==> src/rtl/ipi_pkg.sv <==
package ipi_pkg;
  localparam int unsigned DATA_W = 32;
  localparam int unsigned ID_W   = 8;
  localparam int unsigned VEC_W  = 8;
  localparam int unsigned KIND_W = 3;

  // bit positions of the command low word
  localparam int unsigned VEC_LSB  = 0;
  localparam int unsigned KIND_LSB = 8;
  localparam int unsigned LOG_BIT  = 11;
  localparam int unsigned PEND_BIT = 12;
  localparam int unsigned LVL_BIT  = 14;
  localparam int unsigned TRG_BIT  = 15;
  localparam int unsigned SH_LSB   = 18;
  localparam int unsigned DEST_LSB = 24;

  typedef enum logic [1:0] {
    SH_TARGET = 2'b00,
    SH_SELF   = 2'b01,
    SH_ALL    = 2'b10,
    SH_OTHERS = 2'b11
  } shorthand_e;

  typedef struct packed {
    logic [VEC_W-1:0]  vector;
    logic [KIND_W-1:0] kind;
    logic              logical;
    logic              level;
    logic              trigger;
    shorthand_e        sh;
  } cmd_fields_t;

  function automatic cmd_fields_t unpack_low(input logic [DATA_W-1:0] w);
    cmd_fields_t f;
    f.vector  = w[VEC_LSB +: VEC_W];
    f.kind    = w[KIND_LSB +: KIND_W];
    f.logical = w[LOG_BIT];
    f.level   = w[LVL_BIT];
    f.trigger = w[TRG_BIT];
    f.sh      = shorthand_e'(w[SH_LSB +: 2]);
    return f;
  endfunction

  function automatic logic kind_reserved(input logic [KIND_W-1:0] k);
    return (k == 3'b011) || (k == 3'b111);
  endfunction
endpackage

==> src/rtl/ipi_decode.sv <==
module ipi_decode #(
  parameter int unsigned ADDR_W = 12,
  parameter logic [ADDR_W-1:0] LO_OFS = 12'h300,
  parameter logic [ADDR_W-1:0] HI_OFS = 12'h310
) (
  input  logic              wr_en,
  input  logic [ADDR_W-1:0] wr_addr,
  input  logic              rd_en,
  input  logic [ADDR_W-1:0] rd_addr,
  output logic              lo_wr,
  output logic              hi_wr,
  output logic              lo_rd,
  output logic              hi_rd
);
  always_comb begin
    lo_wr = wr_en && (wr_addr == LO_OFS);
    hi_wr = wr_en && (wr_addr == HI_OFS);
    lo_rd = rd_en && (rd_addr == LO_OFS);
    hi_rd = rd_en && (rd_addr == HI_OFS);
  end
endmodule

==> src/rtl/ipi_fields.sv <==
module ipi_fields
  import ipi_pkg::*;
(
  input  logic              clk,
  input  logic              rst,
  input  logic              hi_wr,
  input  logic              lo_accept,
  input  logic [DATA_W-1:0] wr_data,
  output cmd_fields_t       fields_q,
  output logic [ID_W-1:0]   dest_q
);
  always_ff @(posedge clk) begin
    if (rst) begin
      fields_q <= '0;
      dest_q   <= '0;
    end else begin
      if (hi_wr)     dest_q   <= wr_data[DEST_LSB +: ID_W];
      if (lo_accept) fields_q <= unpack_low(wr_data);
    end
  end
endmodule

==> src/rtl/ipi_launch.sv <==
module ipi_launch
  import ipi_pkg::*;
(
  input  logic              clk,
  input  logic              rst,
  input  logic [ID_W-1:0]   local_id,
  input  logic              lo_wr,
  input  logic [DATA_W-1:0] wr_data,
  input  logic [ID_W-1:0]   dest_q,
  input  logic              msg_ready,
  output logic              lo_accept,
  output logic              pending,
  output logic              err_drop,
  output logic [VEC_W-1:0]  msg_vector,
  output logic [KIND_W-1:0] msg_kind,
  output logic              msg_logical,
  output logic              msg_level,
  output logic              msg_trigger,
  output logic [ID_W-1:0]   msg_dest,
  output logic              msg_bcast,
  output logic              msg_self,
  output logic [ID_W-1:0]   msg_src
);
  cmd_fields_t     wf;
  logic            launch;
  logic            handshake;
  logic [ID_W-1:0] res_dest;
  logic            res_bcast;
  logic            res_self;

  always_comb begin
    wf        = unpack_low(wr_data);
    lo_accept = lo_wr && !pending;
    launch    = lo_accept && !kind_reserved(wf.kind);
    handshake = pending && msg_ready;
    unique case (wf.sh)
      SH_TARGET: begin res_dest = dest_q;   res_bcast = 1'b0; res_self = 1'b0; end
      SH_SELF:   begin res_dest = local_id; res_bcast = 1'b0; res_self = 1'b1; end
      SH_ALL:    begin res_dest = '1;       res_bcast = 1'b1; res_self = 1'b1; end
      default:   begin res_dest = '1;       res_bcast = 1'b1; res_self = 1'b0; end
    endcase
  end

  always_ff @(posedge clk) begin
    if (rst) begin
      pending  <= 1'b0;
      err_drop <= 1'b0;
    end else begin
      if (launch)         pending <= 1'b1;
      else if (handshake) pending <= 1'b0;
      if (lo_wr && pending) err_drop <= 1'b1;
    end
  end

  always_ff @(posedge clk) begin
    if (rst) begin
      msg_vector  <= '0;
      msg_kind    <= '0;
      msg_logical <= 1'b0;
      msg_level   <= 1'b0;
      msg_trigger <= 1'b0;
      msg_dest    <= '0;
      msg_bcast   <= 1'b0;
      msg_self    <= 1'b0;
      msg_src     <= '0;
    end else if (launch) begin
      msg_vector  <= wf.vector;
      msg_kind    <= wf.kind;
      msg_logical <= wf.logical;
      msg_level   <= wf.level;
      msg_trigger <= wf.trigger;
      msg_dest    <= res_dest;
      msg_bcast   <= res_bcast;
      msg_self    <= res_self;
      msg_src     <= local_id;
    end
  end


  hold_while_stalled_chk: assert property (@(posedge clk) disable iff (rst)
    (pending && !msg_ready) |=> (pending && $stable(msg_vector) && $stable(msg_dest)
                                 && $stable(msg_kind) && $stable(msg_bcast)));

  clear_after_accept_chk: assert property (@(posedge clk) disable iff (rst)
    (pending && msg_ready) |=> !pending);

  drop_sets_err_chk: assert property (@(posedge clk) disable iff (rst)
    (lo_wr && pending) |=> err_drop);

  err_sticky_chk: assert property (@(posedge clk) disable iff (rst)
    err_drop |=> err_drop);

  reserved_silent_chk: assert property (@(posedge clk) disable iff (rst)
    (lo_wr && !pending && kind_reserved(wr_data[KIND_LSB +: KIND_W])) |=> !pending);

  launch_raises_chk: assert property (@(posedge clk) disable iff (rst)
    (lo_wr && !pending && !kind_reserved(wr_data[KIND_LSB +: KIND_W])) |=> pending);
endmodule

==> src/rtl/ipi_readback.sv <==
module ipi_readback
  import ipi_pkg::*;
(
  input  logic              clk,
  input  logic              rst,
  input  logic              lo_rd,
  input  logic              hi_rd,
  input  cmd_fields_t       fields_q,
  input  logic [ID_W-1:0]   dest_q,
  input  logic              pending,
  output logic [DATA_W-1:0] rd_data
);
  logic [DATA_W-1:0] lo_word;
  logic [DATA_W-1:0] hi_word;

  always_comb begin
    lo_word = '0;
    lo_word[VEC_LSB +: VEC_W]   = fields_q.vector;
    lo_word[KIND_LSB +: KIND_W] = fields_q.kind;
    lo_word[LOG_BIT]            = fields_q.logical;
    lo_word[PEND_BIT]           = pending;
    lo_word[LVL_BIT]            = fields_q.level;
    lo_word[TRG_BIT]            = fields_q.trigger;
    lo_word[SH_LSB +: 2]        = fields_q.sh;
    hi_word = '0;
    hi_word[DEST_LSB +: ID_W]   = dest_q;
  end

  always_ff @(posedge clk) begin
    if (rst)        rd_data <= '0;
    else if (lo_rd) rd_data <= lo_word;
    else if (hi_rd) rd_data <= hi_word;
    else            rd_data <= '0;
  end


  hi_reserved_zero_chk: assert property (@(posedge clk) disable iff (rst)
    hi_rd |=> (rd_data[DEST_LSB-1:0] == '0));

  stray_read_zero_chk: assert property (@(posedge clk) disable iff (rst)
    (!lo_rd && !hi_rd) |=> (rd_data == '0));
endmodule

==> src/rtl/ipi_cmd_reg.sv <==
module ipi_cmd_reg
  import ipi_pkg::*;
#(
  parameter int unsigned ADDR_W = 12,
  parameter logic [ADDR_W-1:0] LO_OFS = 12'h300,
  parameter logic [ADDR_W-1:0] HI_OFS = 12'h310
) (
  input  logic              clk,
  input  logic              rst,
  input  logic [ID_W-1:0]   local_id,
  input  logic              wr_en,
  input  logic [ADDR_W-1:0] wr_addr,
  input  logic [DATA_W-1:0] wr_data,
  input  logic              rd_en,
  input  logic [ADDR_W-1:0] rd_addr,
  output logic [DATA_W-1:0] rd_data,
  output logic              msg_valid,
  input  logic              msg_ready,
  output logic [VEC_W-1:0]  msg_vector,
  output logic [KIND_W-1:0] msg_kind,
  output logic              msg_logical,
  output logic              msg_level,
  output logic              msg_trigger,
  output logic [ID_W-1:0]   msg_dest,
  output logic              msg_bcast,
  output logic              msg_self,
  output logic [ID_W-1:0]   msg_src,
  output logic              err_drop
);
  logic        lo_wr, hi_wr, lo_rd, hi_rd;
  logic        lo_accept;
  logic        pending;
  cmd_fields_t fields_q;
  logic [ID_W-1:0] dest_q;

  ipi_decode #(.ADDR_W(ADDR_W), .LO_OFS(LO_OFS), .HI_OFS(HI_OFS)) u_decode (
    .wr_en(wr_en), .wr_addr(wr_addr), .rd_en(rd_en), .rd_addr(rd_addr),
    .lo_wr(lo_wr), .hi_wr(hi_wr), .lo_rd(lo_rd), .hi_rd(hi_rd)
  );

  ipi_fields u_fields (
    .clk(clk), .rst(rst), .hi_wr(hi_wr), .lo_accept(lo_accept),
    .wr_data(wr_data), .fields_q(fields_q), .dest_q(dest_q)
  );

  ipi_launch u_launch (
    .clk(clk), .rst(rst), .local_id(local_id), .lo_wr(lo_wr), .wr_data(wr_data),
    .dest_q(dest_q), .msg_ready(msg_ready), .lo_accept(lo_accept),
    .pending(pending), .err_drop(err_drop),
    .msg_vector(msg_vector), .msg_kind(msg_kind), .msg_logical(msg_logical),
    .msg_level(msg_level), .msg_trigger(msg_trigger), .msg_dest(msg_dest),
    .msg_bcast(msg_bcast), .msg_self(msg_self), .msg_src(msg_src)
  );

  ipi_readback u_readback (
    .clk(clk), .rst(rst), .lo_rd(lo_rd), .hi_rd(hi_rd), .fields_q(fields_q),
    .dest_q(dest_q), .pending(pending), .rd_data(rd_data)
  );

  assign msg_valid = pending;


  bcast_dest_all_ones_chk: assert property (@(posedge clk) disable iff (rst)
    (msg_valid && msg_bcast) |-> (msg_dest == '1));

  src_is_local_chk: assert property (@(posedge clk) disable iff (rst)
    (msg_valid && $stable(local_id)) |-> (msg_src == local_id));
endmodule

==> config.mk <==
export PLATFORM = sky130hd
export DESIGN_NAME = ipi_cmd_reg
export DESIGN_NICKNAME = d
export VERILOG_FILES = /design/src/rtl/ipi_pkg.sv /design/src/rtl/ipi_decode.sv /design/src/rtl/ipi_fields.sv /design/src/rtl/ipi_launch.sv /design/src/rtl/ipi_readback.sv /design/src/rtl/ipi_cmd_reg.sv
export SDC_FILE = /design/constraint.sdc
export NUM_CORES = 1
export LEC_CHECK = 0
export BUFFER_PORTS_ARGS = -buffer_cell sky130_fd_sc_hd__buf_2
export CORE_ASPECT_RATIO = 0.5
export CORE_MARGIN = 2
export CORE_UTILIZATION = 47
export DETAILED_ROUTE_END_ITERATION = 12
export PLACE_DENSITY_LB_ADDON = 0.08
export SYNTH_ARGS = -nofsm -noshare
export SYNTH_HDL_FRONTEND = slang
export SYNTH_HIERARCHICAL = 1
export SYNTH_SLANG_ARGS = --single-unit
==> constraint.sdc <==
create_clock -name clk -period 2.9 [get_ports clk]
set_input_delay 0.29 -clock clk [delete_from_list [all_inputs] [get_ports clk]]
set_output_delay 0.29 -clock clk [all_outputs]
set_load 0.02 [all_outputs]
# Yosys cells after proc, flatten, opt, wreduce, memory -nomap -nowiden
# Cells that the tools add are included.
# word_totals
ff_bits	90
out_inout_bits	66
# classes
n_eq_ne	8
muxes	6
bitwise	1
n_reduce_logical	17
# ops
operator	count
$eq 12x10->1 const B	4
$mux 20	1
$pmux 8 s2	1
$logic_and 1x1->1	8
$reduce_or 2->1	3
$mux 1	4
$eq 3x2->1 const B	1
$eq 3x3->1 const B	1
$reduce_or 3->1	1
$eq 2x1->1 const B	1
$eq 2x2->1 const B	1
$logic_not 1->1	2
$logic_not 2->1	1
$reduce_bool 2->1	1
$logic_or 1x1->1	1
$not 1->1	1

# Logic depth before layout (Yosys ltp)
# Gate-level depths: netlist of run 1.
# logic_depth
word_depth	5
ltp_mapped	9
mapped_depth_nobuf	6

# Modules after synthesis
# The synthesis of run 1 kept the hierarchy.
# modules_own_cells
module	instances	cells_each	area_per_inst_um2	seq_area_each_um2
ipi_launch	1	161	1426.4	680.7
ipi_fields	1	77	859.6	480.5
ipi_readback	1	62	835.8	500.5
ipi_decode	1	12	116.4	0.0

# Worst setup path after synthesis of run 1
# Ideal clock, no wire load.
# synth_path
path_kind	input-to-reg
start	input port wr_addr[10]
end	register, netlist name u_fields/fields_q[0]
setup_ps	117
t_arrival_ps	2127
required_ps	2783
path_slack_ps	656
cell_stages	9
cell_sequence	or4b_4 nor4_2 nand2b_4 inv_4 buf_4 buf_6 buf_12 mux2i_1 nor2_1
# synth_between
elab_chain_cells	3
# synth_lines
item	line	rtl
start: declaration	ipi_cmd_reg.sv:12	input logic [ADDR_W-1:0] wr_addr,
$eq 12x10->1	ipi_decode.sv:16	lo_wr = wr_en && (wr_addr == LO_OFS);
$logic_and 1x1->1	ipi_decode.sv:16	
via lo_wr	ipi_cmd_reg.sv:30	logic lo_wr, hi_wr, lo_rd, hi_rd;
$logic_and 1x1->1	ipi_launch.sv:33	lo_accept = lo_wr && !pending;
via lo_accept	ipi_cmd_reg.sv:31	logic lo_accept;
# The timed path passes the listed nets, and every way through them passes these cells.
# A chain may end at the register's enable or synchronous reset.

# Worst setup path in the final report of run 1
# layout_path
start	input port wr_addr[10]
end	register u_launch.msg_dest[1]
# layout_between
elab_chain_cells	4
# layout_lines
item	line	rtl
$eq 12x10->1	ipi_decode.sv:16	
$logic_and 1x1->1	ipi_decode.sv:16	
via lo_wr	ipi_cmd_reg.sv:30	
$logic_and 1x1->1	ipi_launch.sv:33	
via lo_accept	ipi_cmd_reg.sv:31	
$logic_and 1x1->1	ipi_launch.sv:34	launch = lo_accept && !kind_reserved(wf.kind);
end signal: assignment	ipi_launch.sv:72	msg_dest <= res_dest;
end: declaration	ipi_launch.sv:19	output logic [ID_W-1:0] msg_dest,
# The timed path passes the listed nets, and every way through them passes these cells.

==> flow_summary.json, run 1 <==
{
  "routed_wl_um": 7510,
  "cp_num_cells": 9,
  "clkPwrFrac_pct": 48.6,
  "drt_first_pass_iters": 4,
  "yosysTopAreaCellShare_pct": 51.3,
  "reg2reg_slack_ns": 1.36,
  "crit_type": "in2reg",
  "period_minus_slack_ns": 2.09,
  "cts_made_buffers": 9,
  "dp_cells": 505,
  "synth_area_um2": 3240,
  "grt.total_usage_pct": 20.5,
  "clock_latency_ns": 0.33,
  "timing.hold.ws_ns": 0.191,
  "grt_remaining_overflow": 0,
  "yosysTopAreaCell": "dfxtp_1",
  "cts_buffer_depth": 2,
  "outcome": "completed",
  "yosysSeqAreaShare_pct": 51.3,
  "cts_root_buffer": "clkbuf_16",
  "fmax_mhz": 479,
  "r2r-end": "u_launch/msg_dest[1]",
  "cpMostUsedCell": "buf_4",
  "yosysWarningCount": 6,
  "nets": 495,
  "antenna_found_initial": 0,
  "wl_per_cell_um": 14.4,
  "switchingPower_mw": 0.500,
  "die_h_um": 62.7,
  "r2r-start": "u_launch/pending",
  "critPathMaxFanout": 24,
  "n_fill_cell": 571,
  "core_um2": 6670,
  "initial_utilization_pct": 48.5,
  "synthDistinctLibCells": 39,
  "sw_frac_of_total_pct": 20.5,
  "die-area_um2": 7610,
  "cp-start-kind": "primary input",
  "finalSetupTns_ns": 0,
  "hp-class": "in2reg",
  "dp_hpwl_um": 5260,
  "synth_area_leaders": "dfxtp_1 51%, mux2i_1 7.4%, a21oi_1 4.0%",
  "drc_errors": 0,
  "n_antenna_cell": 0,
  "syn_area_per_cell_um2": 10.4,
  "rows": 21,
  "syn_inst": 312,
  "multi_input_area_um2": 1360,
  "leakagePower_nw": 1.82,
  "dr.first_iter.drc_count": 197,
  "routabilityCongestion": 0.780,
  "power.internal_mw": 1.94,
  "htree_levels": 3,
  "fin_skew_ns": 0.00410,
  "crit_path_cell_trace": "buf_2 > or4b_4 > nor4_2 > buf_4 > nand2b_4 > inv_4 > buf_4 > a21oi_1 > a211oi_1",
  "p_per_area_nw_per_um2": 588,
  "crit_path_end_kind": "register",
  "synth_edf_count": 0,
  "layout-drive-gt1-share_pct": 38.5,
  "synthFlopType": "dfxtp_1",
  "ctsHoldBuffers": 0,
  "grt_pass1_vias": 2501,
  "relSlewSlack_pct": 40.3,
  "cts_tree": "yes",
  "p_comb_share_pct": 4.6,
  "seqPwrFrac_pct": 46.8,
  "area_growth_pct": 28.1,
  "vias": 2693,
  "vias_per_cell": 5.17,
  "critical_path_buf_inv_count": 4,
  "clk_pin_slew_worst_paths_ns": 0.06,
  "cts_resized": 0,
  "required_ns": 3.15,
  "drv_cap": 0,
  "drv_slew": 0,
  "regArea_um2": 1660,
  "crit_end": "u_launch/msg_dest[1]",
  "synthArstFlopShare_pct": 0,
  "cpMaxStageDelayCell": "or4b_4",
  "dieWidth_um": 121,
  "final_antenna_net_count": 0,
  "slowest_delay_ns": 0.54,
  "setup_viol": 0,
  "stdcell_count": 521,
  "hold_viol": 0,
  "crit_family": "simple AND/OR/NAND/NOR gates",
  "num_io_pins": 135,
  "final_common_cell": "buf_2",
  "layout.cells.most_common_list": "119 x buf_2, 83 x dfxtp_1, 29 x nor2_1",
  "cts.sink_count": 83,
  "fin_crit_sh_pct": 72.0,
  "port_buffers": 119,
  "synth_seq_cells": 83,
  "rsz0062_at_grt": "false",
  "worst_ep_arrival_time_ns": 2.34,
  "postCtsSetupBuffers": 0,
  "vdd_ir_drop_max_uv": 267,
  "grt_pass1_wl_um": 12000,
  "startpoint": "wr_addr[10]",
  "worstMarginPinSlew_ns": 0.893,
  "worstRegToRegCells": 5,
  "grt_max_degree": 67
}
## stage by stage
stage / utilization (%) / power, mW / setup slack (ns) / area [um2]
6_report: 62.1 / 2.44 / 0.813 / 4150
5_1_grt: 62.1 / 2.52 / 0.638 / 4150
4_1_cts: 62.1 / 2.46 / 0.822 / 4150
3_5_place_dp: 57.5 / 1.28 / 0.471 / 3840
3_3_place_gp: 57.5 / 1.27 / 0.521 / 3840
2_1_floorplan: - / 1.22 / 0.656 / 3260
## worst min path at each step
stage                         endpoint  cells past startpoint              start  slack, ns
finish              u_fields/dest_q[1]                      3        wr_data[25]       0.19
global route        u_fields/dest_q[0]                      3        wr_data[24]       0.19
CTS                 u_fields/dest_q[1]                      3        wr_data[25]       0.18
global placement     u_launch/err_drop                      2  u_launch/err_drop       0.45
floorplan           u_fields/dest_q[7]                      1                rst       0.36
detailed placement   u_launch/err_drop                      2  u_launch/err_drop       0.46
## Yosys cell counts, types with 4 or more instances
cell	count
dfxtp_1	83
nor2_1	29
a21oi_1	26
mux2i_1	24
nand3_1	22
o21ai_0	22
and3b_1	13
buf_4	12
a211oi_1	8
a22oi_1	8
a21oi_2	6
buf_2	6
and4bb_2	5
and3b_2	4
clkbuf_1	4
## cell families after synthesis
kind of cell / after synthesis / synth area share (%)
adders and majority gates: 2 / 0.773
muxes: 24 / 7.42
AOI/OAI and AO/OA: 70 / 12.8
other: 1 / 0.116
DFF: 83 / 51.3
buffers and inverters: 36 / 7.53
and+or+nand+nor: 96 / 20.1
## tightest hold or removal path, stage by stage
cell,delay [ns]
buf_2,0.07
mux2i_1,0.05
nor2_1,0.07
## per-layer routing
metal  wire (um)  share of wire (%)  vias to the layer above  GRT usage, %
met5           0                  0                        -             0
met4          83                1.1                        0          7.04
met3         541                7.2                        7          7.48
met2        3560                 47                       90          34.4
met1        3320                 44                     1272          24.5
li1            -                  -                     1324             -
## power groups by stage
stage                     Combinational [mW]  Clock [mW]  Sequential, mW
after global routing                   0.121        1.26            1.14
final                                  0.111        1.19            1.14
after CTS                              0.111        1.21            1.14
after floorplan                       0.0593           0            1.17
after global placement                 0.107           0            1.17
after detailed placement               0.111           0            1.17
## registers in the layout, indices dropped and copies added (netlist names)
register	count
u_fields/dest_q	8
u_readback/rd_data	25
u_launch/msg_vector	8
u_launch/msg_trigger	1
u_launch/msg_dest	8
u_fields/fields_q	16
u_launch/msg_level	1
u_launch/err_drop	1
u_launch/msg_bcast	1
u_launch/msg_src	8
u_launch/pending	1
u_launch/msg_logical	1
u_launch/msg_kind	3
u_launch/msg_self	1
## area by class of cell
| type | instances | share of cell area, % |
|---|---|---|
| Multi-Input combinational cell | 199 | 32.8 |
| Clock inverter | 5 | 1.87 |
| Sequential cell | 83 | 40.1 |
| Clock buffer | 11 | 5.61 |
| Tap cell | 92 | 2.78 |
| Timing Repair Buffer | 127 | 16.4 |
| Inverter | 4 | 0.422 |
(Power assumes the default switching activity.)
==> run 2, diff against run 1 <==
CORE_UTILIZATION = 43   (was 47)
clock period = 1.85 ns   (was 2.9 ns; I/O delays follow)
==> run 2 against run 1 <==
Via count grew 0.22%. Global-route usage decreased by 1.4 points. Critical path type unchanged. Total power is 46% higher. First-iteration DRC count shrank 28%. Hold slack got worse by 0.10 ns.
==> flow_summary.json, run 2 (synthesized netlist as in run 1, its figures left out) <==
{
  "outcome": "completed",
  "p_per_area_nw_per_um2": 844,
  "htree_levels": 3,
  "die-area_um2": 8280,
  "layout-drive-gt1-share_pct": 39.4,
  "grt_pass1_wl_um": 12300,
  "use_met3_pct": 7.82,
  "drt_first_pass_iters": 4,
  "cts.sink_count": 83,
  "clk_pin_slew_worst_paths_ns": 0.06,
  "fin_crit_sh_pct": 93.9,
  "period_minus_slack_ns": 1.74,
  "grt_remaining_overflow": 0,
  "hold_viol": 0,
  "n_fill_cell": 653,
  "setup_viol": 0,
  "dieWidth_um": 127,
  "grt.total_usage_pct": 19.1,
  "timing.hold.ws_ns": 0.0901,
  "initial_utilization_pct": 44.2,
  "cp-start-kind": "primary input",
  "fin_skew_ns": 0.00264,
  "fmax_mhz": 575,
  "top_usage_layer": "met2",
  "clock_latency_ns": 0.33,
  "area_growth_pct": 30.3,
  "use_met2_pct": 32.5,
  "dr.first_iter.drc_count": 141,
  "stdcell_count": 533,
  "drv_cap": 0,
  "n_antenna_cell": 0,
  "drc_errors": 0,
  "vdd_ir_drop_max_uv": 429,
  "largest_reg_flops": 25,
  "required_ns": 2.08,
  "multi_input_area_um2": 1370,
  "routed_wl_um": 7630,
  "reg.largest.list": "u_readback/rd_data x25, u_fields/fields_q x16",
  "critPathMaxFanout": 18,
  "top_register": "u_readback/rd_data",
  "leakagePower_nw": 1.85,
  "nets": 504,
  "die_h_um": 65.4,
  "startpoint": "wr_addr[10]",
  "crit_path_end_kind": "register",
  "worst_ep_arrival_time_ns": 1.97,
  "r2r-start": "u_launch/pending",
  "drv_slew": 0,
  "dp_hpwl_um": 5410,
  "ctsHoldBuffers": 0,
  "grt_use_met1_pct": 22.6,
  "hold_start": "wr_data[24]",
  "layout.cells.most_common_list": "119 x buf_2, 83 x dfxtp_1, 29 x nor2_1",
  "port_buffers": 119,
  "routabilityCongestion": 0.803,
  "crit_type": "in2reg",
  "final_antenna_net_count": 0,
  "cts_root_buffer": "clkbuf_16",
  "cts_tree": "yes",
  "rsz0062_at_grt": "false",
  "cts_resized": 0,
  "antenna_found_initial": 0,
  "core_um2": 7320,
  "reg2reg_slack_ns": 0.59,
  "vias": 2699,
  "hp-class": "in2reg",
  "cts_made_buffers": 9,
  "num_io_pins": 135,
  "wl_per_cell_um": 14.3,
  "postCtsSetupBuffers": 0,
  "dp_cells": 518,
  "p_total_mw": 3.56,
  "rows": 22,
  "fin_util_pct": 57.6,
  "grt_pass1_vias": 2594,
  "vias_per_cell": 5.06,
  "grt_max_degree": 78,
  "regArea_um2": 1660,
  "cts_buffer_depth": 2,
  "final_common_cell": "buf_2"
}
-- run 2: critical path: stages --
cell,delay (ns)
buf_2,0.10
or4b_4,0.55
nor4_4,0.42
nand2b_4,0.12
inv_4,0.11
buf_12,0.16
a21oi_2,0.06
a211oi_1,0.25
-- run 2: per-layer routing --
metal  vias up  share of wire [%]
met1      1256                 44
met5         -                  0
met2        97                 48
li1       1341                  -
met3         5                7.5
met4         0               0.45
-- run 2: path summary, 6_finish.rpt --
path	depth (start not counted)	to
worst max-delay path	8	u_launch/msg_dest[3]
worst min-delay path	3	u_fields/dest_q[0]
worst max register to register	5	u_launch/msg_dest[3]
worst min register to register	2	u_launch/err_drop
-- run 2: final cells by class --
cell class                      count  share of cell area, %
Tap cell                           96                   2.85
Timing Repair Buffer              136                   18.6
Sequential cell                    83                   39.4
Multi-Input combinational cell    199                   32.5
Clock inverter                      2                  0.297
Inverter                            4                  0.415
Clock buffer                       13                   5.93
-- run 2: report_power, final --
part           internal (mW)  switching, mW
sequential              1.79      0.0000735
combinational         0.0766          0.106
clock                  0.936          0.655
-- run 2: through the flow --
step,setup slack (ns),setup TNS [ns],area (um2)
final,0.112,0,4220
after detailed placement,-0.204,-7.11,3960
after global placement,-0.164,-5.51,3960
after floorplan,-0.190,-2.25,3280
after global routing,0.0440,0,4220
after CTS,0.130,0,4220
